`src/rtl/exc_save_pkg.sv`:
```
package exc_save_pkg;
   typedef enum logic {
      EXC_DEC     = 1'b0,
      EXC_SYSCALL = 1'b1
   } exc_kind_e;

   // big-endian bit number to vector index
   function automatic int be2idx(input int be, input int width);
      return width - 1 - be;
   endfunction
endpackage

```
`src/rtl/exc_srr_build.sv`:
```
module exc_srr_build #(
   parameter int XLEN      = 32,
   parameter int SAVE_FROM = 16   // first big-endian bit copied into SRR1
) (
   input  logic [XLEN-1:0] state_i,
   input  logic [XLEN-1:0] ea_i,
   output logic [XLEN-1:0] srr0_nx_o,
   output logic [XLEN-1:0] srr1_nx_o
);
   localparam int KEEP_W = XLEN - SAVE_FROM;

   if (SAVE_FROM < 1 || SAVE_FROM >= XLEN) begin : g_bad_cut
      $error("SAVE_FROM out of range");
   end

   assign srr0_nx_o = ea_i;

   for (genvar i = 0; i < XLEN; i++) begin : g_bit
      if (i < KEEP_W) begin : g_copy
         assign srr1_nx_o[i] = state_i[i];
      end else begin : g_zero
         assign srr1_nx_o[i] = 1'b0;
      end
   end
endmodule

```
`src/rtl/exc_msr_build.sv`:
```
module exc_msr_build #(
   parameter int XLEN   = 32,
   parameter int ILE_BE = 15,
   parameter int ME_BE  = 19,
   parameter int IP_BE  = 25,
   parameter int LE_BE  = 31
) (
   input  logic [XLEN-1:0] state_i,
   output logic [XLEN-1:0] state_nx_o
);
   import exc_save_pkg::*;
   localparam int ILE_IX = be2idx(ILE_BE, XLEN);

   if (ILE_BE >= XLEN || ME_BE >= XLEN || IP_BE >= XLEN || LE_BE >= XLEN)
   begin : g_bad_pos
      $error("MSR bit position outside word");
   end
   if (LE_BE == ME_BE || LE_BE == IP_BE || ME_BE == IP_BE) begin : g_clash
      $error("MSR bit positions overlap");
   end

   for (genvar i = 0; i < XLEN; i++) begin : g_bit
      localparam int BE = XLEN - 1 - i;
      if (BE == ME_BE || BE == IP_BE) begin : g_keep
         assign state_nx_o[i] = state_i[i];
      end else if (BE == LE_BE) begin : g_reload
         assign state_nx_o[i] = state_i[ILE_IX];
      end else begin : g_clear
         assign state_nx_o[i] = 1'b0;
      end
   end
endmodule

```
`src/rtl/exc_vec_gen.sv`:
```
module exc_vec_gen #(
   parameter int          XLEN    = 32,
   parameter int          IP_BE   = 25,
   parameter logic [31:0] BASE_LO = 32'h0000_0000,
   parameter logic [31:0] BASE_HI = 32'hFFF0_0000,
   parameter logic [31:0] OFF_DEC = 32'h0000_0900,
   parameter logic [31:0] OFF_SC  = 32'h0000_0C00
) (
   input  logic [XLEN-1:0] state_i,
   input  logic            kind_i,
   output logic [XLEN-1:0] vec_nx_o
);
   import exc_save_pkg::*;
   localparam int          IP_IX    = be2idx(IP_BE, XLEN);
   localparam logic [31:0] OFF_SPAN = OFF_DEC | OFF_SC;
   localparam bit          DISJOINT = ((BASE_LO | BASE_HI) & OFF_SPAN) == 32'h0;

   if (XLEN != 32) begin : g_bad_w
      $error("vector constants assume a 32-bit word");
   end

   logic [XLEN-1:0] base_w, off_w;
   assign base_w = state_i[IP_IX] ? BASE_HI : BASE_LO;
   assign off_w  = (exc_kind_e'(kind_i) == EXC_SYSCALL) ? OFF_SC : OFF_DEC;

   if (DISJOINT) begin : g_or
      assign vec_nx_o = base_w | off_w;
   end else begin : g_add
      assign vec_nx_o = base_w + off_w;
   end
endmodule

```
`src/rtl/exc_entry_save.sv`:
```
module exc_entry_save #(
   parameter int XLEN      = 32,
   parameter int SAVE_FROM = 16,
   parameter int ILE_BE    = 15,
   parameter int ME_BE     = 19,
   parameter int IP_BE     = 25,
   parameter int LE_BE     = 31
) (
   input  logic            clk_i,
   input  logic            rst_ni,
   input  logic            take_i,
   input  logic            kind_i,
   input  logic [31:0]     msr_i,
   input  logic [31:0]     next_ea_i,
   output logic [31:0]     srr0_o,
   output logic [31:0]     srr1_o,
   output logic [31:0]     msr_o,
   output logic [31:0]     vector_o
);
   localparam int ILE_IX = XLEN - 1 - ILE_BE;
   localparam int LE_IX  = XLEN - 1 - LE_BE;

   if (XLEN != 32) begin : g_bad_w
      $error("port widths fixed at 32");
   end

   logic [XLEN-1:0] srr0_nx, srr1_nx, msr_nx, vec_nx;

   exc_srr_build #(.XLEN(XLEN), .SAVE_FROM(SAVE_FROM)) u_srr (
      .state_i  (msr_i),
      .ea_i     (next_ea_i),
      .srr0_nx_o(srr0_nx),
      .srr1_nx_o(srr1_nx)
   );

   exc_msr_build #(.XLEN(XLEN), .ILE_BE(ILE_BE), .ME_BE(ME_BE),
                   .IP_BE(IP_BE), .LE_BE(LE_BE)) u_msr (
      .state_i   (msr_i),
      .state_nx_o(msr_nx)
   );

   exc_vec_gen #(.XLEN(XLEN), .IP_BE(IP_BE)) u_vec (
      .state_i (msr_i),
      .kind_i  (kind_i),
      .vec_nx_o(vec_nx)
   );

   always_ff @(posedge clk_i) begin
      if (!rst_ni) begin
         srr0_o   <= '0;
         srr1_o   <= '0;
         msr_o    <= '0;
         vector_o <= '0;
      end else if (take_i) begin
         srr0_o   <= srr0_nx;
         srr1_o   <= srr1_nx;
         msr_o    <= msr_nx;
         vector_o <= vec_nx;
      end
   end


   srr0_cap_chk: assert property (@(posedge clk_i) disable iff (!rst_ni)
      take_i |=> srr0_o == $past(next_ea_i));


   srr1_hi_zero_chk: assert property (@(posedge clk_i) disable iff (!rst_ni)
      take_i |=> srr1_o[31:16] == 16'h0);


   le_reload_chk: assert property (@(posedge clk_i) disable iff (!rst_ni)
      take_i |=> msr_o[LE_IX] == $past(msr_i[ILE_IX]));


   vec_offset_chk: assert property (@(posedge clk_i) disable iff (!rst_ni)
      take_i |=> vector_o[11:0] == ($past(kind_i) ? 12'hC00 : 12'h900));


   hold_chk: assert property (@(posedge clk_i) disable iff (!rst_ni)
      !take_i |=> $stable(srr0_o) && $stable(srr1_o)
                  && $stable(msr_o) && $stable(vector_o));
endmodule

```
`config.mk`:
```
export PLATFORM = sky130hd
export DESIGN_NAME = exc_entry_save
export DESIGN_NICKNAME = d
export VERILOG_FILES = /design/src/rtl/exc_save_pkg.sv /design/src/rtl/exc_srr_build.sv /design/src/rtl/exc_msr_build.sv /design/src/rtl/exc_vec_gen.sv /design/src/rtl/exc_entry_save.sv
export SDC_FILE = /design/constraint.sdc
export NUM_CORES = 1
export LEC_CHECK = 0
export BUFFER_PORTS_ARGS = -buffer_cell sky130_fd_sc_hd__buf_2
export CORE_MARGIN = 2
export CORE_UTILIZATION = 44
export CTS_BUF_LIST = sky130_fd_sc_hd__clkbuf_4
export CTS_CLUSTER_SIZE = 20
export DETAILED_ROUTE_END_ITERATION = 12
export GPL_TIMING_DRIVEN = 0
export PLACE_DENSITY = 0.95
export SLEW_MARGIN = 40
export SYNTH_ARGS = -nofsm -noshare
export SYNTH_HDL_FRONTEND = slang
export SYNTH_SLANG_ARGS = --single-unit
```
`constraint.sdc`:
```
create_clock -name clk_i -period 1.7 [get_ports clk_i]
set_input_delay 0.34 -clock clk_i [delete_from_list [all_inputs] [get_ports clk_i]]
set_output_delay 0.34 -clock clk_i [all_outputs]
set_load 0.05 [all_outputs]
```
# After elaboration in Yosys (flattened, before gate mapping)
# Cells that the tools add are included.
[classes] addsub=0 mul=0 n_div=0 order_cmp=0 eq_ne=0 shift=0 muxes=2 bitwise=1 reduce_logical=0
[ops] cell="32-bit 2-to-1 mux" n=1
[ops] cell="32-bit by 12-bit OR with 32-bit output" n=1
[ops] cell="11-bit 2-to-1 mux" n=1
[totals] ff_bits=83 latch_bits=0 ram_bits=0 rom_bits=0 inputBits=68 out_inout_bits=128 word_cells=7 memories=0

# Logic depth before layout (Yosys ltp)
[depth] depth_word=2 depth_mapped=4 ltp_nobuf=2

# Modules after synthesis
# A second synthesis with hierarchy kept.
[hier_totals] cells_unflattened=544 area_unflattened_um2=5940.7
[modules_own_cells] mod="exc_entry_save" instances=1 cells_per_inst=412 area_per_inst_um2=4968.5
[modules_own_cells] mod="exc_srr_build" instances=1 cells_per_inst=65 area_per_inst_um2=484.2
[modules_own_cells] mod="exc_msr_build" instances=1 cells_per_inst=33 area_per_inst_um2=244.0
[modules_own_cells] mod="exc_vec_gen" instances=1 cells_per_inst=34 area_per_inst_um2=244.0

# Worst setup path after synthesis
# No wires, ideal clock.
[synth_path] path_type="reg-to-output" startpoint="register msr_o[6] (netlist name)" endpoint="output port srr1_o[6]" t_arrival_ns=1.139 required_ns=1.360 path_slack_ns=0.221 path_stages_with_launch=2 n_path_buf=1 path_cell_list="dfxtp_1 buf_4"
[synth_lines] element="end: declaration" line_no="exc_entry_save.sv:16" text="output logic [31:0] srr1_o,"

==> results.json <==
{
  "synth_seq_cells": 52,
  "fin_area_sq_um": 3560,
  "hold_viol_final": 0,
  "postCtsSetupBuffers": 0,
  "synth-simple-area-share": 0.121,
  "initial_core_util": 0.462,
  "cts_buffers": 5,
  "synthCells": 243,
  "synth.distinct_cells": 11,
  "syn_area_per_cell_sq_um": 10.6,
  "drt_iter0_drc": 23,
  "setup_viol_count_final": 0,
  "critical_path_class": "register to output pin",
  "ys_seq_area_frac": 0.404,
  "antenna_cells": 0,
  "final-max-slew-violation-count": 0,
  "die_area_sq_um": 6480,
  "grt_use_total": 0.148,
  "syn-cell-area_sq_um": 2580,
  "hp-class": "input port to register",
  "dr.pass1.iters": 2,
  "layout_common_cells": "117 x buf_2, 76 x buf_4, 62 x conb_1, 51 x dfxtp_1",
  "power.total_w": 0.00312,
  "totalWireLength_mm": 5.00,
  "grt_pass1_wl_mm": 7.40,
  "grt_remaining_overflow": 0,
  "fin_setup_tns_ps": 0,
  "critPathRequiredTime_ps": 1360,
  "critPathArrivalTime_ps": 1240,
  "dieWidth_microns": 80.5,
  "gp_congestion": 0.703,
  "max_freq_ghz": 0.635,
  "cp-start-kind": "register",
  "period_needed_ps": 1580,
  "grt_pass1_vias": 1739,
  "status": "finished, final reports clean",
  "cts_tree": "done",
  "synth_compound_area_frac": 0.00680,
  "finClkSkew_ps": 0,
  "grt_max_degree": 17,
  "crit_path_end_kind": "output pin",
  "dp_hpwl_mm": 4.10,
  "powerDensity_nw_per_um2": 877,
  "rsz0062_at_grt": "false",
  "p_leak_nw": 2.06,
  "crit_path_end": "srr1_o[6]",
  "dpl_cell_area_sq_um": 3480,
  "ys_warn_count": 0,
  "rrSetupSlack_ps": 950,
  "vias": 1904,
  "cts.repair.resized": 1,
  "synth.area.mux_share": 0.194,
  "clk_latency_ps": 340,
  "viasPerCell": 3.80,
  "nets": 496,
  "ios": 196,
  "routedWlPerCell_microns": 9.97,
  "r2r_cells": 2,
  "antenna_found_initial": 0,
  "cts_hold_buf": 0,
  "drcViolationCount": 0,
  "timing.rr.start": "msr_o[6]",
  "synth_fa_ha_area_frac": 0,
  "io_buffers": 117,
  "max-cap-violations": 0,
  "synth-xor-area-share": 0,
  "final_common_cell": "buf_2",
  "critPathLaunch": "msr_o[6]",
  "die_h_microns": 80.5,
  "crit_path_max_fanout": 15,
  "coreArea_sq_um": 5570,
  "drive_gt1_frac": 0.483,
  "synth_top_family_by_area": "buffers and inverters",
  "cts_sinks": 52,
  "root_buffer": "clkbuf_4",
  "irDropWorstVdd_mv": 0.514,
  "h-tree-depth": 2,
  "timing.final.crit_share": 0.927,
  "ant_nets": 0,
  "area_growth_syn_to_layout_pct": 38.3,
  "num_rows": 27,
  "clockBufferDepth": 2,
  "path_clk_slew_ps": 140,
  "r2r-end": "msr_o[6]"
}
## per-stage QoR
step | cells | setup WS (ps) | util | hold WS [ps]
3_3_place_gp | 493 | 398 | 0.624 | 435
6_report | 501 | 124 | 0.639 | 156
3_5_place_dp | 493 | 353 | 0.624 | 440
5_1_grt | 501 | 24.3 | 0.639 | 114
4_1_cts | 501 | 94.7 | 0.639 | 127
2_1_floorplan | 304 | 221 | - | 435
## power by group
part           internal, W  switching (W)  leakage, nW
clock network     0.000308       0.000363       0.0428
logic             0.000336       0.000786         1.59
registers          0.00129      0.0000383        0.430
## registers in the layout, summed over array words and instances, names as in the netlist
signal,flops
srr1_o,15
msr_o,2
srr0_o,32
vector_o,3
## synthesized netlist by cell type
cell type,count,area [sq um]
conb_1,1,3.75
o21ai_1,1,5.00
buf_4,76,571
clkbuf_1,5,18.8
nor2b_1,50,313
buf_6,1,11.3
a21oi_1,1,5.00
dfxtp_1,52,1040
o21a_1,1,7.51
mux2i_1,50,500
buf_12,5,100
## worst min path at each step
stage                     depth (start not counted)         start  slack [ps]            to
final                                             2        kind_i         160   vector_o[8]
after global routing                              2        kind_i         110   vector_o[8]
after CTS                                         2        kind_i         130   vector_o[8]
after detailed placement                          1  vector_o[11]         440  vector_o[11]
after global placement                            1  vector_o[11]         430  vector_o[11]
after floorplan                                   1        kind_i         430   vector_o[8]
## layer usage
layer	vias to the layer above	track usage	wire length [microns]
met5	-	0	0
met4	0	0.0458	56
met3	5	0.0573	508
met2	98	0.274	2480
met1	794	0.151	1950
li1	1007	-	-
## kinds of logic (layout without fill, tap and decap cells)
group | count (synthesis) | after routing
buf+inv | 87 | 212
flops | 52 | 52
simple gates | 50 | 50
other cells | 1 | 62
mux | 50 | 50
compound gates | 3 | 3
## critical path: stages, from the launching register on
cell and delay (ps):
dfxtp_2 490, buf_4 150, buf_2 250
## cell type report
class,count,area [sq um]
multi-input cells,165,1060
plain buffers,87,701
well taps,72,90.1
clock buffers,5,37.5
flip-flops and latches,52,1040
fillers,434,2010
repair buffers,117,586
clock inverters,3,42.5
No activity file was read; power rests on OpenSTA's default activity.
